### config.mk
export PLATFORM = sky130hd
export DESIGN_NAME = smbus_cfg_slave
export DESIGN_NICKNAME = d
export VERILOG_FILES = /design/src/rtl/smb_cfg_pkg.sv /design/src/rtl/smb_line_sync.sv /design/src/rtl/smb_reg_bank.sv /design/src/rtl/smb_slave_fsm.sv /design/src/rtl/smbus_cfg_slave.sv
export SDC_FILE = /design/constraint.sdc
export NUM_CORES = 1
export LEC_CHECK = 0
export BUFFER_PORTS_ARGS = -buffer_cell sky130_fd_sc_hd__buf_2
export CORE_MARGIN = 2
export CORE_UTILIZATION = 57
export CTS_BUF_LIST = sky130_fd_sc_hd__clkbuf_16
export DETAILED_ROUTE_END_ITERATION = 12
export PLACE_DENSITY_LB_ADDON = 0.05
export SLEW_MARGIN = 15
export SYNTH_ARGS = -nofsm -noshare
export SYNTH_HDL_FRONTEND = slang
export SYNTH_SLANG_ARGS = --single-unit
### constraint.sdc
create_clock -name clk -period 3.6 [get_ports clk]
set_input_delay 0 -clock clk [delete_from_list [all_inputs] [get_ports clk]]
set_output_delay 0 -clock clk [all_outputs]
set_load 0.01 [all_outputs]
### src/rtl/smb_cfg_pkg.sv
package smb_cfg_pkg;

  localparam int BYTE_W       = 8;
  localparam int CMD_MODE_BIT = 7;
  localparam int CMD_CS_HI    = 6;
  localparam int CMD_CS_LO    = 5;
  localparam int CMD_OFF_W    = 5;

  typedef enum logic [1:0] {
    ST_IDLE,
    ST_RX,
    ST_TX,
    ST_IGNORE
  } smb_state_e;

  typedef enum logic [1:0] {
    PH_ADDR,
    PH_CMD,
    PH_CNT,
    PH_DATA
  } smb_phase_e;

  // fixed power-up value of register idx
  function automatic logic [BYTE_W-1:0] reg_default(input int unsigned idx);
    return 8'hA0 | 8'(idx & 31);
  endfunction

endpackage

### src/rtl/smb_line_sync.sv
module smb_line_sync #(
  parameter int STAGES = 2
) (
  input  logic clk,
  input  logic rst,
  input  logic scl_i,
  input  logic sda_i,
  output logic scl_s,
  output logic sda_s,
  output logic scl_rise,
  output logic scl_fall,
  output logic start_p,
  output logic stop_p
);

  logic [STAGES-1:0] scl_pipe;
  logic [STAGES-1:0] sda_pipe;
  logic              scl_d;
  logic              sda_d;

  always_ff @(posedge clk) begin
    if (rst) begin
      scl_pipe <= '1;
      sda_pipe <= '1;
      scl_d    <= 1'b1;
      sda_d    <= 1'b1;
    end else begin
      scl_pipe <= {scl_pipe[STAGES-2:0], scl_i};
      sda_pipe <= {sda_pipe[STAGES-2:0], sda_i};
      scl_d    <= scl_pipe[STAGES-1];
      sda_d    <= sda_pipe[STAGES-1];
    end
  end

  assign scl_s    = scl_pipe[STAGES-1];
  assign sda_s    = sda_pipe[STAGES-1];
  assign scl_rise = scl_s & ~scl_d;
  assign scl_fall = ~scl_s & scl_d;
  // data edges while the clock line stays high
  assign start_p  = scl_s & scl_d & sda_d & ~sda_s;
  assign stop_p   = scl_s & scl_d & ~sda_d & sda_s;

endmodule

### src/rtl/smb_reg_bank.sv
module smb_reg_bank
  import smb_cfg_pkg::*;
#(
  parameter  int NREG  = 32,
  localparam int PTR_W = $clog2(NREG) + 1
) (
  input  logic                   clk,
  input  logic                   rst,
  input  logic                   we,
  input  logic [PTR_W-1:0]       waddr,
  input  logic [BYTE_W-1:0]      wdata,
  input  logic [PTR_W-1:0]       raddr,
  output logic [BYTE_W-1:0]      rdata,
  output logic [NREG*BYTE_W-1:0] regs_flat
);

  generate
    for (genvar g = 0; g < NREG; g++) begin : g_reg
      logic [BYTE_W-1:0] q;
      always_ff @(posedge clk) begin
        if (rst)
          q <= reg_default(g);
        else if (we && waddr == PTR_W'(g))
          q <= wdata;
      end
      assign regs_flat[g*BYTE_W +: BYTE_W] = q;
    end
  endgenerate

  // reads past the bank return zero
  always_comb begin
    rdata = '0;
    for (int i = 0; i < NREG; i++)
      if (raddr == PTR_W'(i)) rdata = regs_flat[i*BYTE_W +: BYTE_W];
  end

endmodule

### src/rtl/smb_slave_fsm.sv
module smb_slave_fsm
  import smb_cfg_pkg::*;
#(
  parameter  int         NREG     = 32,
  parameter  logic [6:0] DEV_ADDR = 7'h69,
  localparam int         PTR_W    = $clog2(NREG) + 1
) (
  input  logic              clk,
  input  logic              rst,
  input  logic              scl_s,
  input  logic              sda_s,
  input  logic              scl_rise,
  input  logic              scl_fall,
  input  logic              start_p,
  input  logic              stop_p,
  input  logic [BYTE_W-1:0] rd_data,
  output logic              sda_pull_o,
  output logic              wr_en_o,
  output logic [PTR_W-1:0]  wr_addr_o,
  output logic [BYTE_W-1:0] wr_data_o,
  output logic [PTR_W-1:0]  rd_addr_o
);

  localparam logic [PTR_W-1:0]  PTR_END = PTR_W'(NREG);
  localparam logic [BYTE_W-1:0] CNT_VAL = BYTE_W'(NREG);

  smb_state_e        state_q, nxt_q;
  smb_phase_e        phase_q;
  logic [3:0]        bitcnt_q;
  logic [BYTE_W-1:0] sh_q;
  logic [PTR_W-1:0]  ptr_q;
  logic              blk_q, cmd_ok_q, bdone_q, cnt_pend_q, host_ack_q;
  logic              pull_q, we_q;
  logic [PTR_W-1:0]  waddr_q;
  logic [BYTE_W-1:0] wdata_q;
  logic [BYTE_W-1:0] tx_byte;
  logic              ptr_in_bank;

  assign tx_byte     = cnt_pend_q ? CNT_VAL : rd_data;
  assign ptr_in_bank = (ptr_q < PTR_END);

  always_ff @(posedge clk) begin
    if (rst) begin
      state_q    <= ST_IDLE;
      nxt_q      <= ST_RX;
      phase_q    <= PH_ADDR;
      bitcnt_q   <= '0;
      sh_q       <= '0;
      ptr_q      <= '0;
      blk_q      <= 1'b1;
      cmd_ok_q   <= 1'b0;
      bdone_q    <= 1'b0;
      cnt_pend_q <= 1'b0;
      host_ack_q <= 1'b0;
      pull_q     <= 1'b0;
      we_q       <= 1'b0;
      waddr_q    <= '0;
      wdata_q    <= '0;
    end else begin
      we_q <= 1'b0;
      if (start_p) begin
        state_q  <= ST_RX;
        phase_q  <= PH_ADDR;
        bitcnt_q <= '0;
        pull_q   <= 1'b0;
      end else if (stop_p) begin
        state_q  <= ST_IDLE;
        pull_q   <= 1'b0;
        cmd_ok_q <= 1'b0;
      end else begin
        case (state_q)
          ST_RX: begin
            if (scl_rise && bitcnt_q < 4'd8) begin
              sh_q     <= {sh_q[BYTE_W-2:0], sda_s};
              bitcnt_q <= bitcnt_q + 4'd1;
            end else if (scl_fall && bitcnt_q == 4'd8) begin
              case (phase_q)
                PH_ADDR: begin
                  if (sh_q[7:1] == DEV_ADDR && (!sh_q[0] || cmd_ok_q)) begin
                    pull_q     <= 1'b1;
                    bitcnt_q   <= 4'd9;
                    nxt_q      <= sh_q[0] ? ST_TX : ST_RX;
                    phase_q    <= PH_CMD;
                    cnt_pend_q <= blk_q;
                  end else begin
                    state_q <= ST_IGNORE;
                  end
                end
                PH_CMD: begin
                  if (sh_q[CMD_CS_HI:CMD_CS_LO] == 2'b00) begin
                    pull_q   <= 1'b1;
                    bitcnt_q <= 4'd9;
                    nxt_q    <= ST_RX;
                    blk_q    <= ~sh_q[CMD_MODE_BIT];
                    ptr_q    <= sh_q[CMD_MODE_BIT] ? PTR_W'(sh_q[CMD_OFF_W-1:0]) : '0;
                    cmd_ok_q <= 1'b1;
                    bdone_q  <= 1'b0;
                    phase_q  <= sh_q[CMD_MODE_BIT] ? PH_DATA : PH_CNT;
                  end else begin
                    cmd_ok_q <= 1'b0;
                    state_q  <= ST_IGNORE;
                  end
                end
                PH_CNT: begin
                  // count value is not needed to place the data
                  pull_q   <= 1'b1;
                  bitcnt_q <= 4'd9;
                  nxt_q    <= ST_RX;
                  phase_q  <= PH_DATA;
                end
                default: begin
                  if (!blk_q && bdone_q) begin
                    state_q <= ST_IGNORE;
                  end else begin
                    pull_q   <= 1'b1;
                    bitcnt_q <= 4'd9;
                    nxt_q    <= ST_RX;
                    bdone_q  <= 1'b1;
                    if (ptr_in_bank) begin
                      we_q    <= 1'b1;
                      waddr_q <= ptr_q;
                      wdata_q <= sh_q;
                      ptr_q   <= ptr_q + 1'b1;
                    end
                  end
                end
              endcase
            end else if (scl_fall && bitcnt_q == 4'd9) begin
              bitcnt_q <= '0;
              state_q  <= nxt_q;
              if (nxt_q == ST_TX) begin
                sh_q   <= tx_byte;
                pull_q <= ~tx_byte[7];
                if (cnt_pend_q) cnt_pend_q <= 1'b0;
                else if (ptr_in_bank) ptr_q <= ptr_q + 1'b1;
              end else begin
                pull_q <= 1'b0;
              end
            end
          end
          ST_TX: begin
            if (scl_rise) begin
              if (bitcnt_q < 4'd8) begin
                bitcnt_q <= bitcnt_q + 4'd1;
              end else if (bitcnt_q == 4'd8) begin
                host_ack_q <= ~sda_s;
                bitcnt_q   <= 4'd9;
              end
            end else if (scl_fall) begin
              if (bitcnt_q >= 4'd1 && bitcnt_q <= 4'd7) begin
                sh_q   <= {sh_q[BYTE_W-2:0], 1'b0};
                pull_q <= ~sh_q[6];
              end else if (bitcnt_q == 4'd8) begin
                pull_q <= 1'b0;
              end else if (bitcnt_q == 4'd9) begin
                if (host_ack_q) begin
                  bitcnt_q <= '0;
                  sh_q     <= tx_byte;
                  pull_q   <= ~tx_byte[7];
                  if (cnt_pend_q) cnt_pend_q <= 1'b0;
                  else if (ptr_in_bank) ptr_q <= ptr_q + 1'b1;
                end else begin
                  pull_q  <= 1'b0;
                  state_q <= ST_IGNORE;
                end
              end
            end
          end
          default: ;
        endcase
      end
    end
  end

  assign sda_pull_o = pull_q;
  assign wr_en_o    = we_q;
  assign wr_addr_o  = waddr_q;
  assign wr_data_o  = wdata_q;
  assign rd_addr_o  = ptr_q;


  sda_low_only_chk: assert property (@(posedge clk) disable iff (rst)
    (pull_q != $past(pull_q)) |-> !$past(scl_s));


  ignore_quiet_chk: assert property (@(posedge clk) disable iff (rst)
    (state_q == ST_IGNORE) |-> !pull_q);


  write_in_low_chk: assert property (@(posedge clk) disable iff (rst)
    we_q |-> !scl_s);


  start_restart_chk: assert property (@(posedge clk) disable iff (rst)
    start_p |=> (state_q == ST_RX && phase_q == PH_ADDR && bitcnt_q == 4'd0));


  stop_idle_chk: assert property (@(posedge clk) disable iff (rst)
    stop_p |=> (state_q == ST_IDLE && !pull_q));

endmodule

### src/rtl/smbus_cfg_slave.sv
module smbus_cfg_slave
  import smb_cfg_pkg::*;
#(
  parameter int         NREG        = 32,
  parameter logic [6:0] DEV_ADDR    = 7'h69,
  parameter int         SYNC_STAGES = 2
) (
  input  logic                   clk,
  input  logic                   rst,
  input  logic                   scl_i,
  input  logic                   sda_i,
  output logic                   sda_pull_o,
  output logic [NREG*BYTE_W-1:0] regs_o
);

  localparam int PTR_W = $clog2(NREG) + 1;

  logic scl_s, sda_s, scl_rise, scl_fall, start_p, stop_p;
  logic              wr_en;
  logic [PTR_W-1:0]  wr_addr, rd_addr;
  logic [BYTE_W-1:0] wr_data, rd_data;

  smb_line_sync #(.STAGES(SYNC_STAGES)) u_sync (
    .clk      (clk),
    .rst      (rst),
    .scl_i    (scl_i),
    .sda_i    (sda_i),
    .scl_s    (scl_s),
    .sda_s    (sda_s),
    .scl_rise (scl_rise),
    .scl_fall (scl_fall),
    .start_p  (start_p),
    .stop_p   (stop_p)
  );

  smb_slave_fsm #(.NREG(NREG), .DEV_ADDR(DEV_ADDR)) u_fsm (
    .clk        (clk),
    .rst        (rst),
    .scl_s      (scl_s),
    .sda_s      (sda_s),
    .scl_rise   (scl_rise),
    .scl_fall   (scl_fall),
    .start_p    (start_p),
    .stop_p     (stop_p),
    .rd_data    (rd_data),
    .sda_pull_o (sda_pull_o),
    .wr_en_o    (wr_en),
    .wr_addr_o  (wr_addr),
    .wr_data_o  (wr_data),
    .rd_addr_o  (rd_addr)
  );

  smb_reg_bank #(.NREG(NREG)) u_bank (
    .clk       (clk),
    .rst       (rst),
    .we        (wr_en),
    .waddr     (wr_addr),
    .wdata     (wr_data),
    .raddr     (rd_addr),
    .rdata     (rd_data),
    .regs_flat (regs_o)
  );

endmodule

==> flow_summary_export.csv <==
group,metric,value,unit
placed_design,portBuffers,260,
run_status,status,"complete, no violations",
die,start_util,58.2,%
synthesis,synth_edf_count,0,
power,peakVddDrop,0.000453,V
power,p_comb_share,16.8,%
synthesis,synthSimpleGateAreaFrac,28.4,%
setup_path,cp.arrival,3.58,ns
synthesis,ys.flop_type,"dfxtp_1",
synthesis,synth-adder-area-share,1.15,%
synthesis,synth_cell_types,85,
sta,max-slew-margin-rel,22.2,%
sta,fmax,317,MHz
power,p_leak,6.68,nW
setup_path,crit_chain,"ha_1, buf_4, nor3b_4, nand2_1, a311oi_1, o31ai_1, o21ai_1, o211ai_1, a222oi_1, a211oi_1",
synthesis,synth_xor_area_share,0.115,%
global_route,antenna_found_initial,0,
sta,setup_tns,0,ns
synthesis,synth_area_leader_cell,"dfxtp_1",
synthesis,yosys_register_bits,307,
clocking,cts.sinks,307,
global_route,overflow,0,
sta,rsz0062_at_grt,"no",
clocking,path_clk_slew,0.07,ns
global_route,grt_pass1_vias,15368,
sta,slew_viol_final,0,
die,fp.dieH,168,um
power,sw_frac_of_total,29.3,%
clocking,cts_setup_buffers,0,
flow_run,maxCapViolations,0,
synthesis,synth_compound_area_share,21.3,%
clocking,cts_buffers,31,
detailed_routing,vias,16765,
die,dieArea,28100,um2
sta,skew,0.0128,ns
final_layout,drive_gt1_share,19.6,%
setup_path,path_max_fanout,10,
clocking,htree_num_levels,1,
synthesis,netlist_area,15300,um2
synthesis,syn_area_per_cell,8.07,um2
global_route,grt.total_usage,43.5,%
final_layout,nNetsFinal,2113,
sta,period_share,87.6,%
global_route,grt_pass1_wl,94800,um
clocking,clk_latency,0.58,ns
final_layout,utilization,68.6,%
detailed_routing,routed_wl,63600,um
power,p_int,5.93,mW
detailed_routing,ant_nets,0,
synthesis,synth_warnings,0,
detailed_routing,drcViolationCount,0,
clocking,cts-hold-fix-buffers,3,
detailed_routing,drt-initial-drc-count,2957,
sta,timing.final.ws_setup,0.447,ns
power,p_per_area,467,nW/um2
sta,setup_violations,0,
synthesis,synth_top_family_by_area,"simple AND/OR/NAND/NOR gates",
global_route,grt_max_degree,97,
sta,worstMarginPinSlew,1.16,ns
synthesis,seq_area_frac_synth,40.3,%
setup_path,critPathLaunchType,"register",
power,power.clock.fraction,40.8,%
clocking,post_cts_resized,0,
synthesis,muxShareOfSynthArea,4.00,%
placed_design,post-place-ws,0.539,ns
placed_design,place.gp.congestion,1.07,
power,p_switching,2.46,mW
setup_path,critPathMaxStageDelay,0.44,ns
detailed_routing,vias_per_cell,6.83,
synthesis,netlist_instances,1891,
die,row_count,59,
setup_path,slowest_stage,"dfxtp_1",
synthesis,yosys.area.top_type_share,40.3,%
die,die_w,168,um
final_layout,final_common_cell,"dfxtp_1",
final_layout,diodes,0,
die,ioPinCount,261,
setup_path,worst_ep_required_time,4.02,ns
synthesis,synth.area.top_cells,"dfxtp_1 40%, nand2_1 6.7%, a211o_1 5.3%",
die,coreArea,26200,um2
clocking,cts_tree,"yes",
clocking,max-clock-path-buffers,3,
setup_path,critPathCaptureType,"register",
placed_design,dpl.hpwl,46500,um
detailed_routing,firstDrtPassIters,9,
hold_path,min_path_type,"in -> reg",
synthesis,synth-async-reset-ratio,0,%
setup_path,worstSetupPathType,"reg -> reg",
final_layout,layout_common_cells,"307 x dfxtp_1, 273 x nand2_1, 259 x buf_2",
final_layout,area_growth,17.7,%
detailed_routing,wl_per_cell,25.9,um
clocking,clockRootBuffer,"clkbuf_16",
synthesis,synth.net_count,1909,
power,pwr-share-seq,42.5,%
sta,finalCriticalPeriod,3.15,ns
sta,hold_violations,0,
## through the flow
step / instance area, um2 / std cells / total power [mW] / hold WS, ns
after global placement: 16900 / 2394 / 4.96 / 0.181
after CTS: 18000 / 2455 / 8.32 / 0.140
final: 18000 / 2455 / 8.39 / 0.149
after detailed placement: 16900 / 2394 / 4.98 / 0.188
after global routing: 18000 / 2455 / 8.61 / 0.159
after floorplan: 15300 / 1891 / 4.53 / 0.104
## per-layer routing
layer	share of wire, %	global-route usage [%]	vias up	wire length, um
li1	-	-	7196	-
met1	40	63.0	7990	25600
met2	42	63.5	1333	26600
met3	14	9.15	246	8730
met4	4.2	16.4	0	2670
met5	0	0	-	0
## critical path: cells and delay by family (launching register included)
family          cells  cell delay, ns
compound gates      6            1.37
fa+ha+maj           1            0.28
flops               1            0.44
simple gates        2            0.70
buf+inv             1            0.22
## cells by family (layout without fill, tap and decap cells)
logic type / count (synthesis) / count (layout)
compound gates: 464 / 464
xor+xnor: 2 / 2
fa+ha+maj: 14 / 14
buf+inv: 180 / 409
flops: 307 / 307
mux: 61 / 61
simple gates: 863 / 863
## path summary, 6_finish.rpt
| check | startpoint | endpoint | slack (ns) | cells past startpoint |
|---|---|---|---|---|
| worst max-delay path | u_fsm.rd_addr_o[0] | u_fsm.sh_q[0] | 0.45 | 10 |
| worst min-delay path | sda_i | u_sync.sda_pipe[0] | 0.15 | 3 |
| worst max register to register | u_fsm.rd_addr_o[0] | u_fsm.sh_q[0] | 0.45 | 10 |
| worst min register to register | u_sync.sda_pipe[0] | u_sync.sda_pipe[1] | 0.41 | 1 |
## sequential cells by signal (all words and copies together) (netlist names), 4 cells and up
register and count:
u_fsm.wr_data_o 8, u_fsm.rd_addr_o 6, u_fsm.bitcnt_q 4, u_fsm.sh_q 8, u_fsm.wr_addr_o 6, u_bank.g.q 256
## synth_stat cells (4+ instances only)
master,n
o311ai_0,4
a211oi_1,18
nor3b_1,4
a311oi_1,5
buf_2,17
nand2b_1,24
o211ai_1,18
mux2i_1,61
nand3b_1,65
a32oi_1,8
nor4_1,6
a221oi_1,21
nand4_1,9
a2111oi_0,5
nand2_1,273
a211o_1,93
buf_6,4
and2_1,7
a22oi_1,6
o221ai_1,14
nor2_1,166
a31oi_1,14
ha_1,14
and3_1,7
nor2b_1,103
a21boi_0,4
or3_1,5
o21a_1,4
or2_2,11
o32ai_1,7
o21ai_0,62
inv_1,20
nand3_1,118
clkbuf_1,127
a21oi_1,128
dfxtp_1,307
o22ai_1,16
buf_1,10
nor3_1,32
## power groups by stage
stage,clock network (mW),registers [mW],logic (mW)
final,3.42,3.56,1.41
after global placement,0,3.63,1.34
after detailed placement,0,3.63,1.35
after floorplan,0,3.58,0.954
after CTS,3.41,3.55,1.36
after global routing,3.53,3.57,1.51
## cell type report
class | count | area (um2)
Inverter | 21 | 78.8
Timing Repair Buffer | 330 | 1840
Clock buffer | 31 | 776
Tap cell | 335 | 419
Clock inverter | 27 | 292
Multi-Input combinational cell | 1404 | 8420
Sequential cell | 307 | 6150
Fill cell | 2194 | 8240
No activity file was read; power rests on OpenSTA's default activity.
